===== config.mk =====
export PLATFORM = sky130hd
export DESIGN_NAME = cs_window_decoder
export DESIGN_NICKNAME = d
export VERILOG_FILES = /design/src/rtl/cswd_pkg.sv /design/src/rtl/cswd_rst_sync.sv /design/src/rtl/cswd_cfg_regs.sv /design/src/rtl/cswd_win_match.sv /design/src/rtl/cswd_prio_sel.sv /design/src/rtl/cs_window_decoder.sv
export SDC_FILE = /design/constraint.sdc
export NUM_CORES = 1
export LEC_CHECK = 0
export ABC_CLOCK_PERIOD_IN_PS = 4000
export BUFFER_PORTS_ARGS = -buffer_cell sky130_fd_sc_hd__buf_4
export CELL_PAD_IN_SITES_DETAIL_PLACEMENT = 1
export CELL_PAD_IN_SITES_GLOBAL_PLACEMENT = 2
export CORE_MARGIN = 5
export CORE_UTILIZATION = 30
export DETAILED_ROUTE_END_ITERATION = 16
export GPL_ROUTABILITY_DRIVEN = 1
export PLACE_DENSITY = 0.73
export SLEW_MARGIN = 5
export SYNTH_ARGS = -nofsm -noshare
export SYNTH_HDL_FRONTEND = slang
export SYNTH_SLANG_ARGS = --single-unit

===== constraint.sdc =====
create_clock -name clk -period 4 [get_ports clk]
set_input_delay 0.2 -clock clk [delete_from_list [all_inputs] [get_ports clk]]
set_output_delay 0.2 -clock clk [all_outputs]
set_load 0.02 [all_outputs]

===== src/rtl/cswd_pkg.sv =====
package cswd_pkg;
  localparam int BASE_W     = 6;
  localparam int MASK_W     = 4;
  localparam int DTYPE_W    = 2;
  localparam int ECS_W      = 3;
  localparam int UNIT_LSB   = 24;
  localparam int VALID_BIT  = 6;
  localparam int MASK_LSB   = 8;
  localparam int ENG_EN_BIT = 7;
  localparam int ENG_CS_LSB = 24;
  localparam logic [DTYPE_W-1:0] DT_NAND  = 2'd2;
  localparam logic [MASK_W-1:0]  MASK_RST = 4'hF;

  typedef struct packed {
    logic [MASK_W-1:0] mask;
    logic              valid;
    logic [BASE_W-1:0] base;
  } win_cfg_t;

  function automatic logic mask_is_legal(input logic [MASK_W-1:0] m, input logic acc);
    return (m == 4'h8) || (m == 4'hC) || (m == 4'hE) || (m == 4'hF) ||
           ((m == 4'h0) && acc);
  endfunction
endpackage


===== src/rtl/cswd_rst_sync.sv =====
module cswd_rst_sync (
  input  logic clk,
  input  logic rst_n,
  output logic rst_n_sync
);
  logic [1:0] sync_q;
  logic [1:0] sync_d;

  always_comb sync_d = {sync_q[0], 1'b1};

  always_ff @(posedge clk or negedge rst_n) begin
    if (!rst_n) sync_q <= '0;
    else        sync_q <= sync_d;
  end

  assign rst_n_sync = sync_q[1];
endmodule


===== src/rtl/cswd_cfg_regs.sv =====
module cswd_cfg_regs
  import cswd_pkg::*;
#(
  parameter int NUM_WIN = 8,
  parameter int IDX_W   = 3
) (
  input  logic                             clk,
  input  logic                             rst_n,
  input  logic                             win_we,
  input  logic [IDX_W-1:0]                 win_idx,
  input  logic [31:0]                      win_wdata,
  input  logic                             type_we,
  input  logic [DTYPE_W-1:0]               type_wdata,
  input  logic                             eng_we,
  input  logic [31:0]                      eng_wdata,
  output win_cfg_t [NUM_WIN-1:0]           cfg_q,
  output logic [NUM_WIN-1:0][DTYPE_W-1:0]  dtype_q,
  output logic                             eng_en_q,
  output logic [ECS_W-1:0]                 eng_cs_q
);
  win_cfg_t [NUM_WIN-1:0]          cfg_d;
  logic [NUM_WIN-1:0][DTYPE_W-1:0] dtype_d;
  logic                            eng_en_d;
  logic [ECS_W-1:0]                eng_cs_d;
  win_cfg_t                        wr_cfg;

  // Only the base, valid and size-code fields are stored.
  always_comb begin
    wr_cfg.base  = win_wdata[BASE_W-1:0];
    wr_cfg.valid = win_wdata[VALID_BIT];
    wr_cfg.mask  = win_wdata[MASK_LSB +: MASK_W];
  end

  always_comb begin
    cfg_d    = cfg_q;
    dtype_d  = dtype_q;
    eng_en_d = eng_wdata[ENG_EN_BIT];
    eng_cs_d = eng_wdata[ENG_CS_LSB +: ECS_W];
    for (int i = 0; i < NUM_WIN; i++) begin
      if (win_idx == IDX_W'(i)) begin
        cfg_d[i]   = wr_cfg;
        dtype_d[i] = type_wdata;
      end
    end
  end

  always_ff @(posedge clk or negedge rst_n) begin
    if (!rst_n) begin
      for (int i = 0; i < NUM_WIN; i++) begin
        cfg_q[i].mask  <= MASK_RST;
        cfg_q[i].valid <= (i == 0);
        cfg_q[i].base  <= '0;
        dtype_q[i]     <= '0;
      end
      eng_en_q <= 1'b0;
      eng_cs_q <= '0;
    end else begin
      if (win_we)  cfg_q   <= cfg_d;
      if (type_we) dtype_q <= dtype_d;
      if (eng_we) begin
        eng_en_q <= eng_en_d;
        eng_cs_q <= eng_cs_d;
      end
    end
  end
endmodule


===== src/rtl/cswd_win_match.sv =====
module cswd_win_match
  import cswd_pkg::*;
#(
  parameter int ADDR_W = 32
) (
  input  logic [ADDR_W-1:0] addr,
  input  win_cfg_t          cfg,
  input  logic              accept_256,
  output logic              hit,
  output logic              bad
);
  localparam int HI_LSB = UNIT_LSB + MASK_W;
  localparam int HI_W   = ADDR_W - HI_LSB;

  logic [HI_W-1:0]   hi_ref;
  logic [MASK_W-1:0] lo_diff;

  always_comb begin
    hi_ref  = HI_W'(cfg.base[BASE_W-1:MASK_W]);
    lo_diff = (addr[UNIT_LSB +: MASK_W] ^ cfg.base[MASK_W-1:0]) & cfg.mask;
    hit     = cfg.valid && (addr[ADDR_W-1:HI_LSB] == hi_ref) && (lo_diff == '0);
    bad     = cfg.valid && !mask_is_legal(cfg.mask, accept_256);
  end
endmodule


===== src/rtl/cswd_prio_sel.sv =====
module cswd_prio_sel #(
  parameter int NUM_WIN = 8
) (
  input  logic [NUM_WIN-1:0] hit,
  output logic [NUM_WIN-1:0] sel,
  output logic               miss
);
  logic found;

  always_comb begin
    sel   = '0;
    found = 1'b0;
    for (int i = 0; i < NUM_WIN; i++) begin
      if (hit[i] && !found) begin
        sel[i] = 1'b1;
        found  = 1'b1;
      end
    end
    miss = !found;
  end
endmodule


===== src/rtl/cs_window_decoder.sv =====
module cs_window_decoder
  import cswd_pkg::*;
#(
  parameter int NUM_WIN = 8,
  parameter int ADDR_W  = 32,
  localparam int IDX_W  = $clog2(NUM_WIN)
) (
  input  logic               clk,
  input  logic               rst_n,
  input  logic               accept_256,
  input  logic               win_we,
  input  logic [IDX_W-1:0]   win_idx,
  input  logic [31:0]        win_wdata,
  input  logic               type_we,
  input  logic [1:0]         type_wdata,
  input  logic               eng_we,
  input  logic [31:0]        eng_wdata,
  input  logic [ADDR_W-1:0]  addr,
  output logic [NUM_WIN-1:0] win_sel,
  output logic               win_miss,
  output logic               to_fifo,
  output logic [NUM_WIN-1:0] mask_bad
);
  logic                            rst_n_sync;
  win_cfg_t [NUM_WIN-1:0]          cfg;
  logic [NUM_WIN-1:0][DTYPE_W-1:0] dtype;
  logic                            eng_en;
  logic [ECS_W-1:0]                eng_cs;
  logic [NUM_WIN-1:0]              hit;
  logic [NUM_WIN-1:0]              route;

  cswd_rst_sync u_rst (
    .clk        (clk),
    .rst_n      (rst_n),
    .rst_n_sync (rst_n_sync)
  );

  cswd_cfg_regs #(.NUM_WIN(NUM_WIN), .IDX_W(IDX_W)) u_regs (
    .clk        (clk),
    .rst_n      (rst_n_sync),
    .win_we     (win_we),
    .win_idx    (win_idx),
    .win_wdata  (win_wdata),
    .type_we    (type_we),
    .type_wdata (type_wdata),
    .eng_we     (eng_we),
    .eng_wdata  (eng_wdata),
    .cfg_q      (cfg),
    .dtype_q    (dtype),
    .eng_en_q   (eng_en),
    .eng_cs_q   (eng_cs)
  );

  for (genvar g = 0; g < NUM_WIN; g++) begin : g_win
    cswd_win_match #(.ADDR_W(ADDR_W)) u_match (
      .addr       (addr),
      .cfg        (cfg[g]),
      .accept_256 (accept_256),
      .hit        (hit[g]),
      .bad        (mask_bad[g])
    );
    assign route[g] = eng_en && (dtype[g] == DT_NAND) && (eng_cs == ECS_W'(g));
  end

  cswd_prio_sel #(.NUM_WIN(NUM_WIN)) u_prio (
    .hit  (hit),
    .sel  (win_sel),
    .miss (win_miss)
  );

  assign to_fifo = |(win_sel & route);
endmodule


Word level (Yosys, flattened, before mapping)
Cells that the tools add are included.
- reduce and logical (&&, ||, !) cells: 138
- muxes and demuxes: 15
- bitwise gates (word level): 17
- equal/unequal tests: 62
- operators with widths (operator ; number):
    4-bit equality test, second input constant ; 32
    4-bit logical NOT ; 16
    1-bit logical AND ; 55
    4-bit AND ; 8
    4-bit by 2-bit equality test with 1-bit output ; 8
    1-bit logical OR ; 32
    2-bit AND reduction ; 16
    4-bit bitwise XOR ; 8
    3-bit equality test, second input constant ; 8
    2-bit equality test, second input constant ; 8
    1-bit logical NOT ; 16
    1-bit 2-to-1 mux ; 15
    3-bit by 2-bit equality test with 1-bit output, second input constant ; 4
    8-bit AND ; 1
    8-bit OR reduction ; 1
    3-bit by 1-bit equality test with 1-bit output, second input constant ; 2
    3-bit logical NOT ; 2
- word-level logic and storage cells: 267
- output and inout bits: 18
- flip-flop bits (word level): 110
- bits of input ports: 107

Depth between registers and ports, before layout
- word-level depth: 28
- gate-level depth with buffers: 7
- gate-level depth less buffers: 6

By module
Synthesis repeated with hierarchy kept, for this count alone.
- cell total of the unflattened synthesis: 392
- area, all modules: 5355.1 um^2
- by module, submodules not included (module ; area each (um^2) ; seq. area each (um^2) ; cells each ; instances):
    cswd_cfg_regs ; 4175.3 ; 2743.9 ; 243 ; 1
    cswd_win_match ; 113.9 ; 0.0 ; 15 ; 8
    cs_window_decoder ; 123.9 ; 0.0 ; 14 ; 1
    cswd_prio_sel ; 91.3 ; 0.0 ; 12 ; 1
    cswd_rst_sync ; 53.8 ; 50.0 ; 3 ; 1

Worst setup path before layout
No wires, ideal clock.
- path kind: register to output
- start point: register u_regs.cfg_q[4] in the netlist's numbering
- end point: output port win_miss
- stages on the path, launching flop included: 6
- arrival time: 1.856 ns
- data required time: 3.800 ns
- buffers on the path: 0
- setup slack: 1.944 ns
- path through: dfrtp_1 xnor2_1 and3_1 nand4_1 nand4_1 nor4b_1
- cells in the longest elaborated chain, start to end: 26
- ends and longest elaborated chain (element ; line ; source):
    start: declaration ; cswd_cfg_regs.sv:16 ; output win_cfg_t [NUM_WIN-1:0] cfg_q,
    start signal: assignment ; cswd_cfg_regs.sv:58 ; if (win_we) cfg_q <= cfg_d;
    4-bit by 2-bit equality test with 1-bit output * ; cswd_win_match.sv:21 ; hit = cfg.valid && (addr[ADDR_W-1:HI_LSB] == hi_ref) && (lo_diff == '0);
    1-bit logical AND * (2 in series) ; cswd_win_match.sv:21 ;
    1-bit 2-to-1 mux * ; cswd_prio_sel.sv:14 ; if (hit[i] && !found) begin
    1-bit logical NOT ; cswd_prio_sel.sv:14 ;
    1-bit logical AND ; cswd_prio_sel.sv:14 ;
    1-bit 2-to-1 mux * ; cswd_prio_sel.sv:14 ;
    1-bit logical NOT ; cswd_prio_sel.sv:14 ;
    1-bit logical AND ; cswd_prio_sel.sv:14 ;
    (+9 left out) ; n/a ;
    1-bit 2-to-1 mux * ; cswd_prio_sel.sv:14 ;
    1-bit logical NOT ; cswd_prio_sel.sv:14 ;
    1-bit logical AND ; cswd_prio_sel.sv:14 ;
    1-bit 2-to-1 mux * ; cswd_prio_sel.sv:14 ;
    1-bit logical NOT ; cswd_prio_sel.sv:14 ;
    1-bit logical AND ; cswd_prio_sel.sv:14 ;
    1-bit 2-to-1 mux * ; cswd_prio_sel.sv:14 ;
    1-bit logical NOT * ; cswd_prio_sel.sv:19 ; miss = !found;
    end: declaration ; cs_window_decoder.sv:20 ; output logic win_miss,
Mark *: on every way between the ends. The rest lies on a longest branch, timed or not.

Worst setup path in the final report
- start point: input port addr[31]
- end point: output port to_fifo
- cells in the longest elaborated chain, start to end: 27
- elaborated cells on any way between the ends: 54
- classes of those cells: eq/ne: 8; mux: 14; bitwise: 1; reduce/logical: 31
- ends and longest elaborated chain (element ; line ; source):
    start: declaration ; cs_window_decoder.sv:18 ; input logic [ADDR_W-1:0] addr,
    4-bit by 2-bit equality test with 1-bit output ; cswd_win_match.sv:21 ;
    1-bit logical AND (2 in series) ; cswd_win_match.sv:21 ;
    1-bit 2-to-1 mux ; cswd_prio_sel.sv:14 ;
    1-bit logical NOT ; cswd_prio_sel.sv:14 ;
    1-bit logical AND ; cswd_prio_sel.sv:14 ;
    1-bit 2-to-1 mux ; cswd_prio_sel.sv:14 ;
    1-bit logical NOT ; cswd_prio_sel.sv:14 ;
    1-bit logical AND ; cswd_prio_sel.sv:14 ;
    (+10 left out) ; n/a ;
    1-bit logical NOT ; cswd_prio_sel.sv:14 ;
    1-bit logical AND ; cswd_prio_sel.sv:14 ;
    1-bit 2-to-1 mux ; cswd_prio_sel.sv:14 ;
    1-bit logical NOT ; cswd_prio_sel.sv:14 ;
    1-bit logical AND ; cswd_prio_sel.sv:14 ;
    1-bit 2-to-1 mux ; cswd_prio_sel.sv:14 ;
    8-bit AND * ; cs_window_decoder.sv:71 ; assign to_fifo = |(win_sel & route);
    8-bit OR reduction * ; cs_window_decoder.sv:71 ;
    end: declaration ; cs_window_decoder.sv:21 ; output logic to_fifo,
Marks and branches as above.

==> flow_metrics.tcl <==
set metrics [dict create \
    status "completed" \
    r2r_slack_ns 2.49 \
    drtAntennaViolNets 0 \
    yosysSeqAreaShare_pct 51.8 \
    crit_required_ns 3.80 \
    fp-row-count 49 \
    port-buffer-count 51 \
    die_x_um 144 \
    rsz0062_at_grt "no" \
    dp_hpwl_um 9740 \
    cts_buffers 9 \
    grt_max_degree 73 \
    ir_drop_mv 0.296 \
    h-tree-depth 3 \
    clk_pin_slew_ns 0.07 \
    grt_use_total_pct 14.4 \
    powerDensity_nw_per_um2 509 \
    worstPathMaxFanout 8 \
    fin_crit_sh_pct 66.2 \
    netlist.area_leader.share_pct 35.7 \
    synth-xor-area-share_pct 7.80 \
    cts.sinks 110 \
    power_frac_seq_pct 50.4 \
    synth.distinct_cells 40 \
    p_comb_share_pct 20.6 \
    finalNetCount 571 \
    clock_skew_ns 0.0127 \
    initial_utilization_pct 30.2 \
    grt-ovfl-total 0 \
    final_cell_mix "104 x mux2_2, 76 x dfrtp_1, 54 x buf_4, 33 x dfstp_2, 32 x xor2_1" \
    vias_per_cell 4.98 \
    synth_nets 532 \
    cts_setup_buffers 0 \
    fin_crit_ns 2.65 \
    final-max-slew-violation-count 0 \
    r2r-end "u_regs.cfg_q[52]" \
    p_int_mw 2.28 \
    maxCapViolations 0 \
    clockBufferDepth 2 \
    synth_mux_area_share_pct 21.7 \
    synth_area_um2 5390 \
    slew_headroom_pct 33.5 \
    p_leak_nw 2.62 \
    tightestPinTransition_ns 0.993 \
    dr.pass1.iters 4 \
    coreArea_um2 17800 \
    cp.arrival_ns 2.45 \
    ys.warnings.count 0 \
    ys_top_cells_by_area "dfrtp_1 36%, mux2_2 22%, dfstp_2 16%" \
    area_growth_pct 15.7 \
    stdcell_area_um2 6240 \
    min_from "eng_wdata[25]" \
    end_kind "output port" \
    p_switching_mw 0.891 \
    synth-simple-area-share_pct 8.96 \
    layout_commonest_cell "mux2_2" \
    drt-initial-drc-count 148 \
    post_cts_resized 0 \
    root_buffer "clkbuf_16" \
    die_h_um 144 \
    synthCells 425 \
    antenna_found_initial 0 \
    hold_viol 0 \
    grt_pass1_vias 3782 \
    cts_tree "built" \
    synth_top_family_by_area "multiplexers" \
    clock.fmax_ghz 0.378 \
    yosys_register_bits 110 \
    fin_setup_tns_ns 0 \
    synth_compound_area_share_pct 5.94 \
    synthAdderAreaFrac_pct 0 \
    switching_share_pct 28.1 \
    worstReg2RegStart "u_rst.sync_q[1]" \
    drive_gt1_share_pct 44.6 \
    drc 0 \
    reg2regPathDepth 1 \
    clkPwrFrac_pct 29.1 \
    setup_viol 0 \
    diodes 0 \
    dpl_cell_area_um2 5920 \
    start_kind "input port" \
    timing.hold.ws_ns 0.0858 \
    critPathKind "in2out" \
    grt_pass1_wl_um 22200 \
    worstHoldEndpoint "u_regs.eng_cs_q[1]" \
    min_path_type "in2reg" \
    place_congestion 0.744 \
    min_path_cells 2 \
    wl_um 14100 \
    vias 3473 \
    worstSkewPairLatency_ns 0.35 \
    synth_largest_area_cell "dfrtp_1" \
    syn-mean-instance-area_um2 12.7 \
    pin_count 125 \
    die-area_um2 20800 \
    wire_per_inst_um 20.3 \
]
power groups by stage:
stage                     registers (mW)  logic, mW  clock network [mW]
after global routing                1.64      0.718                1.00
after floorplan                     1.56      0.510                   0
final                               1.60      0.653               0.923
after CTS                           1.60      0.666               0.955
after detailed placement            1.62      0.660                   0
after global placement              1.60      0.638                   0
layout make-up:
| class | instances | area [µm²] |
|---|---|---|
| fillers | 1926 | 11600 |
| flip-flops and latches | 110 | 2800 |
| multi-input cells | 279 | 2400 |
| repair buffers | 55 | 415 |
| well taps | 229 | 287 |
| clock buffers | 11 | 243 |
| clock inverters | 5 | 63.8 |
| inverters | 9 | 33.8 |
sequential cells by signal, summed over array words and instances, names as in the netlist:
register         cells
u_rst.sync_q         2
u_regs.eng_cs_q      3
u_regs.cfg_q        88
u_regs.eng_en_q      1
u_regs.dtype_q      16
worst max-delay path by stage:
| stage | cells past startpoint | start | end |
|---|---|---|---|
| 6_report | 8 | addr[31] | to_fifo |
| 5_1_grt | 8 | addr[31] | win_sel[6] |
| 2_1_floorplan | 0 | u_rst.sync_q[1] | u_regs.cfg_q[0] |
| 3_3_place_gp | 8 | addr[31] | to_fifo |
| 3_5_place_dp | 8 | addr[31] | to_fifo |
| 4_1_cts | 8 | addr[31] | to_fifo |
stage by stage:
stage                     util (%)  setup WS [ns]  cells  power (mW)
final                         35.0           1.35    698        3.17
after global routing          35.0           1.22    698        3.36
after CTS                     35.0           1.35    698        3.22
after detailed placement      33.2           1.36    681        2.28
after global placement        33.2           1.38    681        2.24
after floorplan                  -          0.766    425        2.07
kinds of logic after synthesis:
| logic type | after synthesis |
|---|---|
| xor+xnor | 48 |
| mux | 104 |
| buf+inv | 36 |
| simple gates | 83 |
| flops | 110 |
| other cells | 1 |
| compound gates | 43 |
synthesized netlist by cell type:
| library cell | n |
|---|---|
| mux2_2 | 104 |
| dfrtp_1 | 77 |
| dfstp_2 | 33 |
| xor2_1 | 32 |
| xnor2_1 | 16 |
| a22oi_1 | 14 |
| buf_4 | 12 |
| nand3_1 | 12 |
| nand4_1 | 11 |
| nor2_1 | 11 |
| clkbuf_1 | 10 |
| nand2_1 | 10 |
| a21oi_1 | 9 |
| inv_1 | 9 |
| nor3_1 | 7 |
| o311a_1 | 7 |
| and3_1 | 6 |
| nand2b_1 | 6 |
| o21ai_0 | 5 |
| nand4b_1 | 4 |
| buf_2 | 3 |
| nor4bb_1 | 3 |
| a22o_1 | 2 |
| and2_1 | 2 |
| buf_6 | 2 |
| nand3b_1 | 2 |
| nor2b_1 | 2 |
| nor4b_1 | 2 |
| a221o_1 | 1 |
| a31oi_1 | 1 |
| conb_1 | 1 |
| nor3b_1 | 1 |
| nor4_1 | 1 |
| o2111a_1 | 1 |
| o211ai_2 | 1 |
| o311ai_1 | 1 |
| o41ai_1 | 1 |
| or4_1 | 1 |
| or4b_2 | 1 |
| or4bb_1 | 1 |
what timing repair did:
action,4_1_cts,5_1_grt
endpoints found under the hold margin,2,0
endpoints found under the setup margin,0,0
hold buffers,1,0
per-layer routing:
metal / up-vias / track usage, % / share of wire, %
li1: 1598 / - / -
met1: 1812 / 19.6 / 47
met2: 52 / 23.6 / 49
met3: 11 / 2.91 / 3.1
met4: 0 / 3.82 / 1.2
met5: - / 0 / 0
worst max-delay path, stage by stage:
cell	delay, ns
buf_4	0.11
nor2_1	0.63
and3_1	0.27
nand4_1	0.35
nand2b_1	0.29
a221o_1	0.35
o211ai_2	0.07
buf_4	0.17
(Power assumes the default switching activity.)
